## src/rtl/uart_mc_pkg.sv

```systemverilog
package uart_mc_pkg;

    localparam int unsigned CTRL_W = 8;
    localparam logic        MARK   = 1'b1;
    localparam logic        SPACE  = 1'b0;

    typedef enum logic [1:0] {
        MODE_NORMAL = 2'b00,
        MODE_BREAK  = 2'b01,
        MODE_ECHO   = 2'b10,
        MODE_LOOP   = 2'b11
    } path_mode_e;

    // Packed MSB first: bit 7 reserved down to bit 0 request-to-send
    typedef struct packed {
        logic       rsvd;
        logic       mien;
        logic       ren;
        path_mode_e mode;
        logic       ien;
        logic       dtr;
        logic       rts;
    } ctrl_t;

    localparam ctrl_t CTRL_RESET = '{
        rsvd: 1'b0, mien: 1'b0, ren: 1'b0, mode: MODE_NORMAL,
        ien: 1'b0, dtr: 1'b0, rts: 1'b0
    };

    typedef struct packed {
        logic sdo;
        logic rx_sdi;
    } path_out_t;

    function automatic ctrl_t ctrl_from_bus(input logic [CTRL_W-1:0] d);
        ctrl_t c;
        c      = ctrl_t'(d);
        c.rsvd = 1'b0;
        return c;
    endfunction

    function automatic logic pin_from_bit(input logic asserted);
        return asserted ? SPACE : MARK;
    endfunction

endpackage

```

## src/rtl/mc_ctrl_reg.sv

```systemverilog
module mc_ctrl_reg
    import uart_mc_pkg::*;
(
    input  logic              clk,
    input  logic              rst,
    input  logic              wr_en,
    input  logic [CTRL_W-1:0] wr_data,
    output ctrl_t             ctrl
);

    always_ff @(posedge clk) begin
        if (rst) begin
            ctrl <= CTRL_RESET;
        end else if (wr_en) begin
            ctrl <= ctrl_from_bus(wr_data);
        end
    end

endmodule

```

## src/rtl/mc_path_mux.sv

```systemverilog
module mc_path_mux
    import uart_mc_pkg::*;
(
    input  path_mode_e mode,
    input  logic       ren,
    input  logic       sdi,
    input  logic       tx_sdo,
    output path_out_t  path
);

    logic rx_src;

    always_comb begin
        path.sdo = tx_sdo;
        rx_src   = sdi;
        unique case (mode)
            MODE_NORMAL: begin
                path.sdo = tx_sdo;
                rx_src   = sdi;
            end
            MODE_BREAK: begin
                path.sdo = SPACE;
                rx_src   = sdi;
            end
            MODE_ECHO: begin
                path.sdo = sdi;
                rx_src   = sdi;
            end
            MODE_LOOP: begin
                path.sdo = MARK;
                rx_src   = tx_sdo;
            end
            default: begin
                path.sdo = MARK;
                rx_src   = MARK;
            end
        endcase
        path.rx_sdi = ren ? rx_src : MARK;
    end

endmodule

```

## src/rtl/mc_line_watch.sv

```systemverilog
module mc_line_watch #(
    parameter int unsigned NUM_LINES = 2,
    parameter int unsigned STAGES    = 2
) (
    input  logic                 clk,
    input  logic                 rst,
    input  logic [NUM_LINES-1:0] lines_in,
    input  logic                 clr,
    output logic [NUM_LINES-1:0] lines_sync,
    output logic                 changed
);

    localparam int unsigned LAST = STAGES - 1;

    logic [NUM_LINES-1:0] stage [STAGES];
    logic [NUM_LINES-1:0] prev;
    logic                 any_edge;

    always_ff @(posedge clk) begin
        if (rst) stage[0] <= '0;
        else     stage[0] <= lines_in;
    end

    for (genvar s = 1; s < STAGES; s++) begin : g_stage
        always_ff @(posedge clk) begin
            if (rst) stage[s] <= '0;
            else     stage[s] <= stage[s-1];
        end
    end

    assign lines_sync = stage[LAST];
    assign any_edge   = |(lines_sync ^ prev);

    always_ff @(posedge clk) begin
        if (rst) begin
            prev    <= '0;
            changed <= 1'b0;
        end else begin
            prev <= lines_sync;
            if (any_edge)  changed <= 1'b1;
            else if (clr)  changed <= 1'b0;
        end
    end

endmodule

```

## src/rtl/uart_modem_ctrl.sv

```systemverilog
module uart_modem_ctrl
    import uart_mc_pkg::*;
#(
    parameter int unsigned SYNC_STAGES = 2
) (
    input  logic              clk,
    input  logic              rst,
    input  logic              wr_en,
    input  logic [CTRL_W-1:0] wr_data,
    output logic [CTRL_W-1:0] ctrl_rd,
    input  logic              msr_rd,
    output logic [1:0]        msr_lines,
    output logic              modem_chg,
    input  logic              sdi,
    output logic              sdo,
    input  logic              tx_sdo,
    output logic              rx_sdi,
    input  logic              tx_done,
    input  logic              cts,
    input  logic              dsr,
    output logic              rts_n,
    output logic              dtr_n,
    output logic              intr
);

    localparam int unsigned MODEM_LINES = 2;

    ctrl_t     ctrl;
    path_out_t path;

    mc_ctrl_reg u_reg (
        .clk     (clk),
        .rst     (rst),
        .wr_en   (wr_en),
        .wr_data (wr_data),
        .ctrl    (ctrl)
    );

    mc_path_mux u_mux (
        .mode   (ctrl.mode),
        .ren    (ctrl.ren),
        .sdi    (sdi),
        .tx_sdo (tx_sdo),
        .path   (path)
    );

    mc_line_watch #(
        .NUM_LINES (MODEM_LINES),
        .STAGES    (SYNC_STAGES)
    ) u_watch (
        .clk        (clk),
        .rst        (rst),
        .lines_in   ({dsr, cts}),
        .clr        (msr_rd),
        .lines_sync (msr_lines),
        .changed    (modem_chg)
    );

    assign ctrl_rd = ctrl;
    assign sdo     = path.sdo;
    assign rx_sdi  = path.rx_sdi;
    assign rts_n   = pin_from_bit(ctrl.rts);
    assign dtr_n   = pin_from_bit(ctrl.dtr);
    assign intr    = ctrl.ien & (tx_done | (ctrl.mien & modem_chg));

endmodule

```

## config.mk

```make
export PLATFORM = sky130hd
export DESIGN_NAME = uart_modem_ctrl
export DESIGN_NICKNAME = d
export VERILOG_FILES = /design/src/rtl/uart_mc_pkg.sv /design/src/rtl/mc_ctrl_reg.sv /design/src/rtl/mc_path_mux.sv /design/src/rtl/mc_line_watch.sv /design/src/rtl/uart_modem_ctrl.sv
export SDC_FILE = /design/constraint.sdc
export NUM_CORES = 1
export LEC_CHECK = 0
export BUFFER_PORTS_ARGS = -buffer_cell sky130_fd_sc_hd__buf_2
export CORE_MARGIN = 10
export CORE_UTILIZATION = 35
export CTS_CLUSTER_DIAMETER = 150
export DETAILED_ROUTE_END_ITERATION = 16
export GPL_ROUTABILITY_DRIVEN = 1
export PLACE_DENSITY = 0.68
export SETUP_SLACK_MARGIN = 0.3
export SYNTH_ARGS = -nofsm -noshare
export SYNTH_HDL_FRONTEND = slang
export SYNTH_HIERARCHICAL = 1
export SYNTH_SLANG_ARGS = --single-unit
```

## constraint.sdc

```tcl
create_clock -name clk -period 0.8 [get_ports clk]
set_input_delay 0.08 -clock clk [delete_from_list [all_inputs] [get_ports clk]]
set_output_delay 0.08 -clock clk [all_outputs]
set_load 0.01 [all_outputs]
```

==> results of run 1 <==
routing by layer:
metal  vias up  wire length, um  global-route usage (%)
met4         0                8                    5.90
li1        244                -                       -
met5         -                0                       0
met1       226              558                    8.53
met2        20              797                    15.3
met3         2              170                    5.79
flip-flops by register name, summed over array words and instances, names as in the netlist:
| register | count |
|---|---|
| u_reg/ctrl | 7 |
| u_watch/stage | 4 |
| u_watch/prev | 2 |
| u_watch/changed | 1 |
worst max-delay path: stages, from the launching register on:
cell                      delay (ps)
sky130_fd_sc_hd__dfxtp_4         360
sky130_fd_sc_hd__a21oi_1         200
sky130_fd_sc_hd__o21ai_2          80
sky130_fd_sc_hd__buf_2           140
logic make-up after synthesis:
family / count (synthesis) / synth area share (%)
AND/OR/NAND/NOR: 17 / 17.4
flip-flops: 14 / 53.5
multiplexers: 7 / 13.4
AO/OA/AOI/OAI: 6 / 6.68
buffers and inverters: 4 / 5.01
XOR/XNOR: 2 / 3.34
other: 1 / 0.715
metrics by stage:
step / hold slack (ps) / util (%) / total power [mW]
6_report: 12.8 / 69.0 / 1.46
3_5_place_dp: 295 / 52.5 / 0.990
3_3_place_gp: 288 / 52.5 / 0.983
4_1_cts: 1.68 / 63.9 / 1.45
5_1_grt: 13.6 / 69.0 / 1.54
2_1_floorplan: 142 / - / 0.891
cell type report:
| cell class | instances | area share [%] |
|---|---|---|
| flip-flops and latches | 14 | 32.3 |
| repair buffers | 39 | 33.5 |
| inverters | 2 | 0.806 |
| well taps | 15 | 2.02 |
| clock buffers | 3 | 2.42 |
| multi-input cells | 33 | 29.0 |
power by group:
group / switching, mW / total (mW) / leakage (nW) / internal (mW)
registers: 0.0371 / 0.773 / 0.120 / 0.736
logic: 0.119 / 0.302 / 0.303 / 0.184
clock network: 0.206 / 0.380 / 0.0138 / 0.174
cell usage in the layout, fill, tap and decap left out, drive strengths merged:
cell,n
buf,39
dfxtp,14
mux2i,7
nor2,7
nor2b,7
clkbuf,3
o21ai,3
nand2b,2
xnor2,2
inv,2
a21oi,2
and3b,1
conb,1
a31oi,1
what timing repair did:
action | 4_1_cts | 5_1_grt
setup buffers | 5 | 3
gates cloned | 0 | 0
endpoints found under the setup margin | 27 | 27
resized for setup | 16 | 11
pin swaps | 3 | 2
how the worst max path moves through the flow:
| stage | start | depth (start not counted) | slack, ps | to |
|---|---|---|---|---|
| floorplan | u_reg/ctrl[3] | 2 | 60 | rx_sdi |
| global placement | u_reg/ctrl[3] | 3 | -1 | rx_sdi |
| detailed placement | u_reg/ctrl[4] | 3 | -10 | rx_sdi |
| CTS | u_reg/ctrl[4] | 3 | -330 | rx_sdi |
| global route | u_reg/ctrl[4] | 3 | -420 | rx_sdi |
| finish | u_reg/ctrl[4] | 3 | -340 | rx_sdi |
==> results, run 1 <==
- The flow ran to the end, but the final reports show violations.
- The final reports fail on negative setup slack.
- The worst register-to-register path ends at u_reg/ctrl[3].
- The tree is rooted in a sky130_fd_sc_hd__clkbuf_4.
- The via count of the first global-routing pass is 535.
- The startpoint of the tightest hold check path is dsr.
- The routed length per instance is 14.5 um.
- The detailed router finished its first iteration with 4 violations.
- The synthesized netlist net count is 68.
- Setup violations remaining at the end of the flow were counted as 16.
- After clock tree synthesis, the clock-pin slew on the worst setup and hold paths is 80 ps.
- The maximum number of pins on one net before global-route repair is 15.
- The leakage dissipation is 0.437 nW.
- The signed area change from the synthesized netlist to the final layout is 77.6%.
- The net count of the finished layout is 110.
- The y dimension of the die is between 50 and 60 um.
- Fill cells in the final layout number 108.
- In this run the standard cell core region covers 1350 sq um.
- The post-layout minimum cycle time is roughly 1100 ps.
- The total number of vias is approximately 490.
- The number of antenna cells inserted is 0.
- The port buffer count is 30.
- The total of hold buffers inserted after clock tree synthesis is 0.
- Counting flops and latches in the post-synthesis netlist gives 14.
- The critical-path maximum fanout is 6.
- In the synthesized netlist the async set-or-reset flop fraction comes to 0%.
- Dividing the synthesized area by the synthesized cell count gives 10.3 sq um.
- The cell area after synthesis is 524 sq um.
- The post-route non-filler standard cell count is 106.
- The routed wire length is 1530 um.
- In this run the horizontal extent of the chip is about 59 um.
- After detailed routing, the number of vias per cell comes to between 4 and 5.
- The hold path endpoint is u_watch/stage[0][1].
- The final clock period utilization by the worst path is 143%.
- The post-placement cell area is roughly 700 sq um.
- CTS built an H-tree with a depth of 1.
- The post-placement worst setup slack is -12.7 ps.
- The highest clock rate is 0.876 GHz.
- The global-route wire length before repair is between 2000 and 2500 um.
- The total iterations of the first detailed-routing run is 4.
- In the post-route analysis, the smallest setup slack over all paths is -341 ps.
- The clock reaches the later pin of the worst-skew pair after 270 ps.
- The number of cells on the worst hold path is 2.
- The TritonCTS clock tree is yes.
- The initial antenna violation count is 0.
- The worst path arrival time is 1060 ps.
- The number of design rule violations left after detail routing is 0.
- In this run the power density over the cells is 1560 nW/um^2.
- The worst clock skew on the final layout is 0.769 ps.
- 33 I/O pins were placed.
- CTS saw 14 sinks.
- The weighted congestion at the end of routability-driven global placement is 0.730.
- The worst reg-to-reg path cell count is 4.
- VDD sags by at most 0.792 mV.
- The sequential cells in the finished layout cover a total of 300 sq um.
- The cell taking the most area after synthesis is sky130_fd_sc_hd__dfxtp_1.
- For the worst setup path, the data required time is between 700 and 800 ps.
- The buffer depth of the longest clock path is 2.
- The number of distinct library cell variants in the gate-level netlist after synthesis is 15.
- The total overflow reported by the global router is 0.
- The critical path is of the flop to output pin type.
- The floorplan has 13 rows.
- Ranked by instance count, the synthesized netlist is headed by 14 x sky130_fd_sc_hd__dfxtp_1, 7 x sky130_fd_sc_hd__mux2i_1, 7 x sky130_fd_sc_hd__nor2_1, 7 x sky130_fd_sc_hd__nor2b_1.
- The synthesized design devotes to its leading area cell type ~53% of total area.
- Setup repair after global routing could not meet its margin everywhere.
- In this run the critical register-to-register path is launched from u_reg/ctrl[3].
- Summing all multi-input logic gate instances after layout gives 270 sq um.
- The effective utilization at floorplan is 38.8%.
- The total number of yosys warnings is 6.
- After synthesis, the cell types taking the most area are sky130_fd_sc_hd__dfxtp_1 53%, sky130_fd_sc_hd__mux2i_1 13%, sky130_fd_sc_hd__nor2b_1 8.4%.
- Cells with a size suffix above 1 make up 67.0% of the layout.
- The placed instance count is 95.
- The worst setup path is launched from a flop.
- The number of pins exceeding their max-slew limit in the final report is 0.
- The classification of the worst-slack hold path is primary input to flop.
- Summing the sequential cell areas from Yosys gives 53.5% of the chip area.
- The max capacitance violation total is 0.
- The final count of hold timing violations is 0.
- Global routing used 9.33% of the available tracks.
- The remaining antenna violation count is 0.
- After technology mapping, the gate count stands at 51.
- The dominant cell by count in the synthesized netlist is sky130_fd_sc_hd__dfxtp_1.
- The sort of element at the end of the critical path is an output pin.
- For this run, the leading register cell type out of synthesis is sky130_fd_sc_hd__dfxtp_1.
- The setup check on the worst reg-to-reg path leaves a slack of -60 ps.
- The area enclosed by the die boundary is 3450 sq um.
- Summed over all failing endpoints, the final setup total negative slack is -1760 ps.
- The number of flops mapped to enable cells by yosys is 0.
- The TritonCTS buffer count is 3.
- The final standard cell area without fillers is 931 sq um.
(Power assumes the default switching activity.)
==> run 2: changes to the inputs <==
--- a/config.mk
+++ b/config.mk
@@ -6,14 +6,13 @@
 export NUM_CORES = 1
 export LEC_CHECK = 0
 export BUFFER_PORTS_ARGS = -buffer_cell sky130_fd_sc_hd__buf_2
-export CORE_MARGIN = 10
-export CORE_UTILIZATION = 35
+export CORE_AREA = 10 10 47 49
 export CTS_CLUSTER_DIAMETER = 150
 export DETAILED_ROUTE_END_ITERATION = 16
+export DIE_AREA = 0 0 57 59
 export GPL_ROUTABILITY_DRIVEN = 1
-export PLACE_DENSITY = 0.68
+export PLACE_DENSITY = 0.74
 export SETUP_SLACK_MARGIN = 0.3
 export SYNTH_ARGS = -nofsm -noshare
 export SYNTH_HDL_FRONTEND = slang
-export SYNTH_HIERARCHICAL = 1
 export SYNTH_SLANG_ARGS = --single-unit
==> constraint.sdc (replaced) <==
create_clock -name clk -period 1.38 [get_ports clk]
set_input_delay 0.138 -clock clk [delete_from_list [all_inputs] [get_ports clk]]
set_output_delay 0.138 -clock clk [all_outputs]
set_load 0.01 [all_outputs]
==> run 2 against run 1 <==
The flow now finishes without violations. Via count down 8.9%. Non-clock buffer count fell by 6. Routed wire length is 22% lower. Register-to-register slack gained 580 ps. Synthesized area increased by 2.9%. Final area is 21% lower. Sequential share of layout area rose by 6.3 points. Worst hold slack improved by 66 ps. Critical path depth did not move. Sequential cell count is the same. Core utilization decreased by 16 points. Highest routed layer unchanged.
==> results, run 2 <==
- The setup path with the least slack is of type flop to output pin.
- The per-cell via count in the routed design is 4.39.
- The buffer depth of the longest clock path is 2.
- Entering global routing, the biggest net connects 15 pins.
- The final layout contains routed wiring with a total length of 1190 um.
- The met1 capacity usage during global routing is 6.16%.
- The count of clock tree sinks is 14.
- The post-placement worst setup slack is ~480 ps.
- TritonCTS built the clock tree.
- Summed over all instances, the cell type with the most area after synthesis is sky130_fd_sc_hd__dfxtp_1.
- The clock tree root buffer cell is sky130_fd_sc_hd__clkbuf_4.
- The peak supply drop is 0.525 mV.
- The port buffer count is 30.
- Sequential cells were found to cover roughly half of the synthesized design area.
- The H-tree depth is 1.
- The number of pins exceeding their max-slew limit in the final report was 0.
- The final route contains ~450 vias.
- The number of design rule violations left after detail routing is 0.
- The combined area of the multi-input logic cells is 218 sq um.
- STA puts the critical path data required time at 1240 ps.
- In the final timing run, aggregate negative setup slack is 0 ps.
- Detailed placement finished with a half-perimeter wire length of approximately 940 um.
- In the layout the commonest cells are 30 x sky130_fd_sc_hd__buf_2, 10 x sky130_fd_sc_hd__dfxtp_1, 7 x sky130_fd_sc_hd__nor2b_1, 7 x sky130_fd_sc_hd__mux2i_1, 7 x sky130_fd_sc_hd__nor2_1.
- Power spread over the standard cell area amounts to approximately 1100 nW/um^2.
- The post-synthesis async set-or-reset flop share is 0%.
- The post-layout utilization of the core is 52.8%.
- The post-layout net count is 104.
- The total iterations of the first detailed-routing run is 2.
- The register with the most flip-flops in the final layout is u_reg.ctrl.
- Clock-pin slew was measured on the worst setup and hold paths at 80 ps.
- The average instance in the mapped netlist occupies 10.2 sq um.
- The total overflow reported by the global router is 0.
- The max capacitance violation total is 0.
- Total power for the finished layout comes to 837 uW.
- Cells with a size suffix above 1 make up 48.8% of the layout.
- The sort of element at the start of the critical path is a flop.
- In this run, CTS created clock tree buffers numbering 3.
- The overall global routing resource usage is 6.57%.
- The core area is roughly 1400 sq um.
- Leaving out fill and tap cells, the most frequent cell in the layout is sky130_fd_sc_hd__buf_2.
- Among all stages on the critical path, the largest delay is contributed by sky130_fd_sc_hd__dfxtp_2.
- Counting instances in the post-synthesis netlist gives the leading cell types as 14 x sky130_fd_sc_hd__dfxtp_1, 7 x sky130_fd_sc_hd__mux2i_1, 7 x sky130_fd_sc_hd__nor2_1, 7 x sky130_fd_sc_hd__nor2b_1.
- The number of distinct library cell variants in the gate-level netlist after synthesis is 15.
- The number of buffers and inverters on the critical path is 1.
- The Yosys step of the flow raised 0 warnings.
- In this run the horizontal extent of the chip is 57 um.
- The congestion estimate from routability-driven global placement came to between 0.7 and 0.8.
- The maximum single-stage delay on the critical path is 340 ps.
- The number of violations reported at the end of detailed-routing iteration 0 is 1.
- The global routing stage identified its most utilized layer as met2.
- The y dimension of the die is 59 um.
- The number of antenna cells inserted is 0.
- The final-layout worst hold slack is 79.0 ps.
- During I/O placement, the number of pins put on the boundary was 33.
- The synthesized instance count is 53.
- The initial antenna violation count came to 0.
- In the global route stage, met3 resource usage came out at 3.65%.
- Data arrives at the worst endpoint at 1020 ps.
- The critical-path maximum fanout is 5.
- Yosys instantiated no cell more often than sky130_fd_sc_hd__dfxtp_1.
- Once the floorplan was initialized, standard cells occupied between 30 and 40% of the core.
- The final clock period utilization by the worst path is 83.6%.
- The synthesized netlist net count is 70.
- Clock skew on the completed layout was measured at roughly 2.6 ps.
- The total number of placement rows is 14.
- The final setup violation count is 0.
- The highest clock rate is 0.867 GHz.
- The number of flops mapped to enable cells by yosys is 0.
- The classification of the worst-slack hold path is primary input to flop.
- The share of Yosys cell area claimed by the top area cell type is 52.0%.
- The commonest register cell after synthesis is sky130_fd_sc_hd__dfxtp_1.
- Among cell families on the critical path, the largest total delay comes from flip-flops.
- The leakage dissipation is 0.379 nW.
- The count of state elements after synthesis is 14.
- The final count of hold timing violations is 0.
- The sort of element at the end of the critical path is an output pin.
- Summing every instance area after synthesis gives 539 sq um.
- The flip-flop count of the largest register after layout is 7.
- The via count of the first global-routing pass is roughly 420.
- The met2 layer usage reported by global route is 11.0%.
- The area enclosed by the die boundary is 3360 sq um.
- Summing all flip-flop and latch instances after layout gives between 200 and 300 sq um.
- The final worst slack is roughly 230 ps.
- The remaining antenna violation count is 0.
- The routed length per instance is 11.7 um.
- The global-route wire length before repair is 1780 um.
- The signed area change from the synthesized netlist to the final layout is 37.1%.
- The later pin in the worst-skew pair is clocked with a latency of 270 ps.
- By area the synthesized netlist is led by sky130_fd_sc_hd__dfxtp_1 52%, sky130_fd_sc_hd__mux2i_1 13%, sky130_fd_sc_hd__nor2b_1 8.1%.
- Setup repair after global routing could not meet its margin everywhere.
- The flow ran to the end, and the final reports show no timing, DRC or antenna violations.
- The post-layout minimum cycle time is 1150 ps.
- The critical path goes through and3b_1 -> o21ai_1 -> buf_2.
- In the final layout, the registers with the most flip-flops are u_reg.ctrl (7), u_watch.stage (4), u_watch.prev (2).
- The filler cells instantiated in the layout total roughly 150.
## run 2: changes by cell type in the layout (fill, tap and decap cells not counted), sizes merged
| cell | change |
|---|---|
| clkbuf | +1 |
| buf | -6 |
## run 2: worst paths after layout
path | start | to | slack, ps | cells after the start
worst max-delay path | u_reg.ctrl[3] | rx_sdi | 230 | 3
worst min-delay path | cts | u_watch.stage[0][0] | 80 | 2
worst max register to register | u_reg.ctrl[3] | u_reg.ctrl[3] | 520 | 4
worst min register to register | u_watch.stage[0][0] | u_watch.stage[1][0] | 440 | 1
## run 2: worst reg2reg max path: cells and delay by family (launching register included)
family | cells | cell delay, ps
AND/OR/NAND/NOR | 1 | 50
buffers and inverters | 2 | 240
flip-flops | 1 | 340
multiplexers | 1 | 110
## run 2: routing by layer
metal,vias up,wire [um]
met1,195,476
met4,0,17
met2,18,594
met3,2,103
met5,-,0
li1,233,-
## run 2: layout make-up
cell class | instances | share of cell area, %
Sequential cell | 14 | 38.6
Multi-Input combinational cell | 33 | 29.4
Timing Repair Buffer | 33 | 23.4
Clock buffer | 4 | 4.91
Tap cell | 16 | 2.71
Inverter | 2 | 1.02
## run 2: power breakdown
group | total, mW | switching (mW) | internal (mW)
logic | 0.118 | 0.0553 | 0.0628
clock network | 0.278 | 0.118 | 0.160
registers | 0.441 | 0.0142 | 0.427
## run 2: what timing repair did
item / in CTS / in global routing
hold buffers: 0 / 0
resized for setup: 3 / 3
setup buffers: 1 / 2
pin swaps: 1 / 1
setup endpoints to repair: 2 / 3
## run 2: stage by stage
stage,instance area (sq um),cells
detailed placement,672,95
global route,739,102
finish,739,102
CTS,718,100
global placement,672,95
floorplan,539,53
## run 2: cells by family after synthesis
family	count (synthesis)	share of synthesized area, %
xor gates and xnor gates	2	3.25
buffers and inverters	6	8.35
AOI/OAI and AO/OA	6	5.80
DFF	14	52.0
and+or+nand+nor	17	16.9
other	1	0.695
muxes	7	13.0
